File: config.mk
export PLATFORM = sky130hd
export DESIGN_NAME = ata_taskfile
export DESIGN_NICKNAME = d
export VERILOG_FILES = /design/src/rtl/ata_tf_pkg.sv /design/src/rtl/ata_tf_regs.sv /design/src/rtl/ata_tf_ident.sv /design/src/rtl/ata_tf_ctrl.sv /design/src/rtl/ata_taskfile.sv
export SDC_FILE = /design/constraint.sdc
export NUM_CORES = 1
export LEC_CHECK = 0
export CAP_MARGIN = 20
export CORE_MARGIN = 5
export CORE_UTILIZATION = 35
export DETAILED_ROUTE_END_ITERATION = 6
export PLACE_DENSITY = 0.58
export SLEW_MARGIN = 20
export SYNTH_ARGS = -nofsm -noshare
export SYNTH_HDL_FRONTEND = slang
export SYNTH_SLANG_ARGS = --single-unit
File: constraint.sdc
create_clock -name clk -period 2.4 [get_ports clk]
set_clock_uncertainty 0.1 [all_clocks]
set_input_delay 0.36 -clock clk [delete_from_list [all_inputs] [get_ports clk]]
set_output_delay 0.36 -clock clk [all_outputs]
set_load 0.005 [all_outputs]
File: src/rtl/ata_tf_pkg.sv
package ata_tf_pkg;
   localparam int ST_BSY  = 7;
   localparam int ST_DRDY = 6;
   localparam int ST_DF   = 5;
   localparam int ST_DRQ  = 3;
   localparam int ST_ERR  = 0;

   localparam int DEVB_SEL = 4;
   localparam int DEVB_LBA = 6;

   localparam logic [7:0] OP_RD_DMA   = 8'hC8;
   localparam logic [7:0] OP_WR_DMA   = 8'hCA;
   localparam logic [7:0] OP_FLUSH    = 8'hE7;
   localparam logic [7:0] OP_IDENTIFY = 8'hEC;

   typedef enum logic [1:0] {
      XK_NONE  = 2'd0,
      XK_FLUSH = 2'd1,
      XK_READ  = 2'd2,
      XK_WRITE = 2'd3
   } xfer_kind_t;

   typedef enum logic [1:0] {
      PH_IDLE,
      PH_PIO,
      PH_WAIT
   } phase_t;
endpackage

File: src/rtl/ata_tf_regs.sv
module ata_tf_regs #(
   parameter int ADDR_W = 3,
   parameter int BYTE_W = 8,
   localparam int NUM_TF = (1 << ADDR_W) - 2
) (
   input  logic                     clk,
   input  logic                     rst_n,
   input  logic                     wr_en,
   input  logic                     lock,
   input  logic [ADDR_W-1:0]        addr,
   input  logic [BYTE_W-1:0]        wdata,
   output logic [NUM_TF*BYTE_W-1:0] tf_flat
);
   if (ADDR_W != 3) begin : g_bad_addr
      $error("ata_tf_regs: window must span eight offsets");
   end

   for (genvar g = 0; g < NUM_TF; g++) begin : g_tf
      logic [BYTE_W-1:0] q;
      always_ff @(posedge clk or negedge rst_n) begin
         if (!rst_n)
            q <= '0;
         else if (wr_en && !lock && addr == ADDR_W'(g + 1))
            q <= wdata;
      end
      assign tf_flat[g*BYTE_W +: BYTE_W] = q;
   end

   AST_TF_LOCKED: assert property (@(posedge clk) disable iff (!rst_n)
      (wr_en && lock) |=> $stable(tf_flat)) else $error("locked write changed task file");
endmodule

File: src/rtl/ata_tf_ident.sv
module ata_tf_ident #(
   parameter int WORDS        = 256,
   parameter int SERIAL_CHARS = 20,
   parameter int FW_CHARS     = 8,
   parameter int SERIAL_BASE  = 10,
   parameter int FW_BASE      = 23,
   parameter int CAP_WORD     = 85,
   parameter int CAP_BIT      = 5,
   parameter logic [8*SERIAL_CHARS-1:0] SERIAL_STR = '0,
   parameter logic [8*FW_CHARS-1:0]     FW_STR     = '0,
   localparam int IDX_W = $clog2(WORDS)
) (
   input  logic [IDX_W-1:0] idx,
   output logic [15:0]      word
);
   localparam int SER_WORDS = SERIAL_CHARS / 2;
   localparam int FW_WORDS  = FW_CHARS / 2;

   if ((SERIAL_CHARS % 2) != 0 || (FW_CHARS % 2) != 0) begin : g_bad_len
      $error("ata_tf_ident: string lengths must be even");
   end
   if (SERIAL_BASE + SER_WORDS > WORDS || FW_BASE + FW_WORDS > WORDS || CAP_WORD >= WORDS) begin : g_bad_map
      $error("ata_tf_ident: field beyond identify page");
   end

   always_comb begin
      word = '0;
      for (int k = 0; k < SER_WORDS; k++)
         if (int'(idx) == SERIAL_BASE + k)
            word = SERIAL_STR[8*SERIAL_CHARS-1-16*k -: 16];
      for (int k = 0; k < FW_WORDS; k++)
         if (int'(idx) == FW_BASE + k)
            word = FW_STR[8*FW_CHARS-1-16*k -: 16];
      if (int'(idx) == CAP_WORD)
         word[CAP_BIT] = 1'b1;
   end
endmodule

File: src/rtl/ata_tf_ctrl.sv
module ata_tf_ctrl
   import ata_tf_pkg::*;
#(
   parameter int WORDS = 256,
   localparam int IDX_W = $clog2(WORDS),
   localparam logic [IDX_W-1:0] LAST = IDX_W'(WORDS - 1)
) (
   input  logic             clk,
   input  logic             rst_n,
   input  logic             cmd_we,
   input  logic [7:0]       cmd_code,
   input  logic             data_re,
   input  logic             stat_re,
   input  logic             ext_done,
   input  logic             irq_disable,
   output logic             bsy,
   output logic             drq,
   output logic             err,
   output logic [IDX_W-1:0] idx,
   output logic             irq,
   output logic             cmd_start,
   output xfer_kind_t       cmd_kind
);
   phase_t phase;
   logic   accept, known, raise;

   always_comb begin
      accept = cmd_we && !bsy && !drq;
      known  = (cmd_code == OP_IDENTIFY) || (cmd_code == OP_FLUSH) ||
               (cmd_code == OP_RD_DMA)   || (cmd_code == OP_WR_DMA);
      raise  = (accept && (cmd_code == OP_IDENTIFY || !known)) ||
               (phase == PH_WAIT && ext_done);
   end

   always_ff @(posedge clk or negedge rst_n) begin
      if (!rst_n) begin
         phase     <= PH_IDLE;
         bsy       <= 1'b0;
         drq       <= 1'b0;
         err       <= 1'b0;
         idx       <= '0;
         irq       <= 1'b0;
         cmd_start <= 1'b0;
         cmd_kind  <= XK_NONE;
      end else begin
         cmd_start <= 1'b0;
         if (raise && !irq_disable) irq <= 1'b1;
         else if (stat_re)          irq <= 1'b0;
         unique case (phase)
            PH_IDLE: if (accept) begin
               err <= !known;
               unique case (cmd_code)
                  OP_IDENTIFY: begin drq <= 1'b1; idx <= '0; phase <= PH_PIO; end
                  OP_FLUSH:  begin bsy <= 1'b1; cmd_start <= 1'b1; cmd_kind <= XK_FLUSH; phase <= PH_WAIT; end
                  OP_RD_DMA: begin bsy <= 1'b1; cmd_start <= 1'b1; cmd_kind <= XK_READ;  phase <= PH_WAIT; end
                  OP_WR_DMA: begin bsy <= 1'b1; cmd_start <= 1'b1; cmd_kind <= XK_WRITE; phase <= PH_WAIT; end
                  default: ;
               endcase
            end
            PH_PIO: if (data_re) begin
               idx <= idx + 1'b1;
               if (idx == LAST) begin
                  drq   <= 1'b0;
                  phase <= PH_IDLE;
               end
            end
            PH_WAIT: if (ext_done) begin
               bsy   <= 1'b0;
               phase <= PH_IDLE;
            end
            default: phase <= PH_IDLE;
         endcase
      end
   end

   AST_BSY_NOT_DRQ: assert property (@(posedge clk) disable iff (!rst_n)
      !(bsy && drq)) else $error("BSY and DRQ together");
   AST_START_BUSY: assert property (@(posedge clk) disable iff (!rst_n)
      cmd_start |-> bsy) else $error("start without BSY");
   AST_ERR_IDLE: assert property (@(posedge clk) disable iff (!rst_n)
      err |-> (!bsy && !drq)) else $error("ERR during active phase");
   AST_DRQ_LAST: assert property (@(posedge clk) disable iff (!rst_n)
      (drq && data_re && idx == LAST) |=> !drq) else $error("DRQ held after last word");
   AST_IRQ_READ_CLEAR: assert property (@(posedge clk) disable iff (!rst_n)
      (stat_re && !raise) |=> !irq) else $error("irq survived status read");
   AST_IRQ_MASKED: assert property (@(posedge clk) disable iff (!rst_n)
      (irq_disable && !irq) |=> !irq) else $error("irq rose while masked");
   AST_DONE_IDLE: assert property (@(posedge clk) disable iff (!rst_n)
      (!bsy && ext_done && !cmd_we) |=> !bsy) else $error("idle done changed BSY");
endmodule

File: src/rtl/ata_taskfile.sv
module ata_taskfile
   import ata_tf_pkg::*;
#(
   parameter int IDENT_WORDS  = 256,
   parameter int SERIAL_CHARS = 20,
   parameter int FW_CHARS     = 8,
   parameter logic [8*SERIAL_CHARS-1:0] SERIAL_STR = "testdisk            ",
   parameter logic [8*FW_CHARS-1:0]     FW_STR     = "version "
) (
   input  logic        clk,
   input  logic        rst_n,
   input  logic [2:0]  bus_addr,
   input  logic        bus_wr,
   input  logic        bus_rd,
   input  logic [15:0] bus_wdata,
   output logic [15:0] bus_rdata,
   input  logic        ext_done,
   input  logic        irq_disable,
   output logic        irq,
   output logic        cmd_start,
   output logic [1:0]  cmd_kind,
   output logic [23:0] cmd_lba,
   output logic [7:0]  cmd_count,
   output logic        cmd_dev,
   output logic        cmd_lba_mode
);
   localparam int ADDR_W = 3;
   localparam int NUM_TF = (1 << ADDR_W) - 2;
   localparam int IDX_W  = $clog2(IDENT_WORDS);
   localparam logic [ADDR_W-1:0] A_DATA = '0;
   localparam logic [ADDR_W-1:0] A_STAT = '1;

   if (IDENT_WORDS != 256) begin : g_bad_words
      $error("ata_taskfile: identify page is 256 words");
   end

   logic [NUM_TF*8-1:0] tf_flat;
   logic                bsy, drq, err;
   logic [IDX_W-1:0]    idx;
   logic [15:0]         id_word;
   logic [7:0]          status;
   xfer_kind_t          kind;

   ata_tf_regs #(.ADDR_W(ADDR_W), .BYTE_W(8)) i_regs (
      .clk(clk), .rst_n(rst_n), .wr_en(bus_wr), .lock(bsy),
      .addr(bus_addr), .wdata(bus_wdata[7:0]), .tf_flat(tf_flat));

   ata_tf_ident #(
      .WORDS(IDENT_WORDS), .SERIAL_CHARS(SERIAL_CHARS), .FW_CHARS(FW_CHARS),
      .SERIAL_STR(SERIAL_STR), .FW_STR(FW_STR)) i_ident (
      .idx(idx), .word(id_word));

   ata_tf_ctrl #(.WORDS(IDENT_WORDS)) i_ctrl (
      .clk(clk), .rst_n(rst_n),
      .cmd_we(bus_wr && bus_addr == A_STAT), .cmd_code(bus_wdata[7:0]),
      .data_re(bus_rd && bus_addr == A_DATA), .stat_re(bus_rd && bus_addr == A_STAT),
      .ext_done(ext_done), .irq_disable(irq_disable),
      .bsy(bsy), .drq(drq), .err(err), .idx(idx), .irq(irq),
      .cmd_start(cmd_start), .cmd_kind(kind));

   always_comb begin
      status          = '0;
      status[ST_BSY]  = bsy;
      status[ST_DRDY] = 1'b1;
      status[ST_DF]   = 1'b0;
      status[ST_DRQ]  = drq;
      status[ST_ERR]  = err;
      unique case (bus_addr)
         A_DATA:  bus_rdata = drq ? id_word : 16'h0000;
         A_STAT:  bus_rdata = {8'h00, status};
         default: bus_rdata = {8'h00, tf_flat[8*(int'(bus_addr)-1) +: 8]};
      endcase
   end

   assign cmd_kind     = kind;
   assign cmd_count    = tf_flat[8*1 +: 8];
   assign cmd_lba      = {tf_flat[8*4 +: 8], tf_flat[8*3 +: 8], tf_flat[8*2 +: 8]};
   assign cmd_dev      = tf_flat[8*5 + DEVB_SEL];
   assign cmd_lba_mode = tf_flat[8*5 + DEVB_LBA];

   AST_DF_CLEAR: assert property (@(posedge clk) disable iff (!rst_n)
      (bus_addr == A_STAT) |-> !bus_rdata[ST_DF]) else $error("DF reported");
endmodule

==> results.py <==
metrics = {
    "floorplan": {
        "row_count": 38,
        "die_y_um": 115,
        "initial_utilization_pct": 35.7,
        "dieArea_um2": 13300,
        "ioPinCount": 79,
        "coreArea_um2": 10800,
        "die_x_um": 115,
    },
    "yosys": {
        "synth-main-ff-cell": "dfrtp_1",
        "synth_area_leader_cell": "dfrtp_1",
        "synth_fp_nets": 419,
        "synth_cell_types": 60,
        "yosysWarningCount": 0,
        "syn_area_um2": 3870,
        "seq_area_frac_synth_pct": 42.1,
        "netlist_instances": 385,
        "ys_seq_elements": 65,
        "synth_common_cells": "65 x dfrtp_1, 48 x mux2_2, 26 x nor2_1",
        "synth_edf_count": 0,
        "avgSynthCellArea_um2": 10.0,
        "async_flop_share_pct": 100,
        "yosysMostFrequentCell": "dfrtp_1",
        "ys_top_cells_by_area": "dfrtp_1 42%, mux2_2 14%, o21ai_0 3.2%",
        "yosys.area.top_type_share_pct": 42.1,
    },
    "route": {
        "antenna_left": 0,
        "drc": 0,
        "via_count": 3870,
        "wire_per_inst_um": 18.5,
        "routed_wl_um": 13300,
        "first_pass_iters": 6,
        "drt_iter0_markers": 233,
        "vias_per_cell": 5.39,
    },
    "clocking": {
        "cts_sinks": 65,
        "clkTransAtPathRegs_ns": 0.08,
        "cts_buffer_depth": 2,
        "clk_latency_ns": 0.34,
        "cts_root_buf": "clkbuf_8",
        "htreeDepth": 3,
        "cts_buffers": 9,
        "cts_tree": "yes",
    },
    "power": {
        "internal_power_mw": 2.43,
        "power_density_nw_per_um2": 560,
        "comb_power_share_pct": 29.9,
        "p_leak_nw": 2.70,
        "seqPwrFrac_pct": 42.0,
        "switchingPower_mw": 1.01,
        "clkPwrFrac_pct": 28.1,
        "swShare_pct": 29.4,
        "finalPower_mw": 3.45,
        "irDropWorstVdd_mv": 0.340,
    },
    "timing": {
        "drv_slew": 0,
        "final-setup-viol-count": 12,
        "rsz0062_at_grt": "true",
        "finalHoldViolations": 0,
        "finalCritPeriodShare_pct": 112,
        "layout_setup_ws_ns": -0.297,
        "fmax_mhz": 371,
        "period_needed_ns": 2.70,
    },
    "critical_path": {
        "worst-setup-path-type": "reg -> out",
        "cp_data_arrival_time_ns": 2.24,
        "crit_buf_inv": 3,
        "startpoint_type": "flop",
        "crit_required_ns": 1.94,
        "worst-path-max-fanout": 4,
        "cp_top_family": "compound AO/OA/AOI/OAI gates",
        "crit_path_max_incr_delay_ns": 0.47,
        "critPathCaptureType": "primary output",
        "crit_slowest_cell": "dfrtp_2",
        "crit_path_cell_trace": "ha_4 > buf_6 > and4b_1 > a31oi_1 > a211oi_1 > o21bai_2 > buf_4 > a211o_1 > buf_2",
        "r2r_slack_ns": 0.59,
    },
    "finish": {
        "fin_nets": 607,
        "areaGrowthSynthToFinish_pct": 59.3,
        "antenna_cells": 0,
        "drive_above_1_share_pct": 47.6,
        "fill_cells": 950,
    },
    "outcome": {
        "outcome": "complete, but fails checks",
        "violations": "setup timing",
    },
    "global_routing": {
        "grt_max_degree": 66,
        "grt_pass1_wl_um": 20800,
        "grt-ovfl-total": 0,
        "grt_pass1_vias": 4040,
        "antenna_found_initial": 0,
        "grt.total_usage_pct": 20.0,
    },
    "place": {
        "io_buffers": 69,
        "place_ws_ns": -0.924,
        "gp_congestion": 0.893,
        "dp_hpwl_um": 9450,
    },
    "flow_run": {
        "cap_viol_max_count": 0,
    },
    "min_path": {
        "min_path_type": "reg -> reg",
    },
}
-- power by group through the flow --
stage | Combinational [mW] | Clock [mW] | Sequential [mW]
after floorplan | 0.373 | 0 | 1.42
after global placement | 0.924 | 0 | 1.46
after detailed placement | 0.935 | 0 | 1.46
after CTS | 1.00 | 0.984 | 1.44
after global routing | 1.11 | 1.03 | 1.47
final | 1.03 | 0.968 | 1.45
-- layer usage --
| layer | GRT usage, % | vias up | routed length, um |
|---|---|---|---|
| li1 | - | 1798 | - |
| met1 | 27.1 | 1886 | 6020 |
| met2 | 30.9 | 149 | 5970 |
| met3 | 3.74 | 37 | 791 |
| met4 | 9.08 | 0 | 478 |
| met5 | 0 | - | 0 |
-- placed cells by master (no fill, tap or decap), drive strengths merged, types with 4 or more instances in the layout --
cell type,netlist,layout
nand2b,7,7
inv,13,14
a21o,4,4
buf,20,148
a31oi,8,8
nor2b,5,5
o21ai,25,25
nand4,6,6
o221ai,7,7
a21oi,16,16
mux2,48,48
dfrtp,65,65
o211ai,5,5
nand2,19,19
xor2,4,4
o31ai,5,5
and3,6,6
ha,9,9
and2,6,6
nor3,10,10
nand3,16,16
clkbuf,5,11
nor2,26,26
o22ai,5,5
clkdlybuf4s50,0,50
-- worst paths after layout --
check	depth (start not counted)	startpoint	to
setup / recovery	9	i_ctrl.idx[0]	bus_rdata[5]
hold / removal	2	i_ctrl.irq	i_ctrl.irq
setup reg to reg	5	i_ctrl.bsy	i_regs.g_tf[2].q[4]
hold reg to reg	2	i_ctrl.irq	i_ctrl.irq
max in group asynchronous	3	rst_n	i_regs.g_tf[4].q[4]
min in group asynchronous	3	rst_n	i_ctrl.idx[5]
-- cell type report --
cell class                      instances  area (um^2)  share of cell area (%)
Timing Repair Buffer                  202         1730                    28.1
Sequential cell                        65         1630                    26.4
Tap cell                              140          175                    2.84
Clock inverter                          6         66.3                    1.08
Clock buffer                           10          138                    2.23
Inverter                               13         63.8                    1.04
Multi-Input combinational cell        282         2360                    38.3
-- worst register-to-register path, delay by kind of cell, from the launching register on --
kind / cells / cell delay (ns)
buffers and inverters: 1 / 0.15
DFF: 1 / 0.43
muxes: 1 / 0.33
and+or+nand+nor: 3 / 0.68
-- state kept, by name, indices dropped and copies added (netlist names) --
name,cells
i_ctrl.cmd_kind,2
i_ctrl.irq,1
i_ctrl.idx,8
i_ctrl.drq,1
i_ctrl.cmd_start,1
i_ctrl.bsy,1
i_ctrl.err,1
i_ctrl.phase,2
i_regs.g_tf.q,48
-- through the flow --
| step | setup TNS, ns | std cells | hold slack, ns | area, um^2 | util [%] |
|---|---|---|---|---|---|
| finish | -1.96 | 718 | 0.385 | 6160 | 56.8 |
| global route | -3.00 | 718 | 0.423 | 6160 | 56.8 |
| CTS | -1.14 | 708 | 0.390 | 5990 | 55.3 |
| detailed placement | -13.13 | 669 | 0.309 | 5400 | 49.9 |
| global placement | -12.39 | 669 | 0.299 | 5400 | 49.9 |
| floorplan | 0 | 385 | -0.0356 | 3880 | - |
-- cell families (layout without fill, tap and decap cells) --
logic type	after synthesis	count (layout)	share of synthesized area, %
AOI/OAI and AO/OA	98	98	17.2
xor gates and xnor gates	7	7	2.07
adders and majority gates	9	9	2.91
other	1	1	0.0970
DFF	65	65	42.1
muxes	50	50	14.5
buffers and inverters	38	231	4.50
and+or+nand+nor	117	117	16.6
-- what timing repair did --
action / 4_1_cts / 5_1_grt
hold buffers: 1 / 0
resized for setup: 136 / 28
setup endpoints to repair: 15 / 15
buffers inserted: 23 / 12
endpoints found under the hold margin: 65 / 0
pin swaps: 39 / 18
Note: power is estimated with default switching activity, not from simulation.
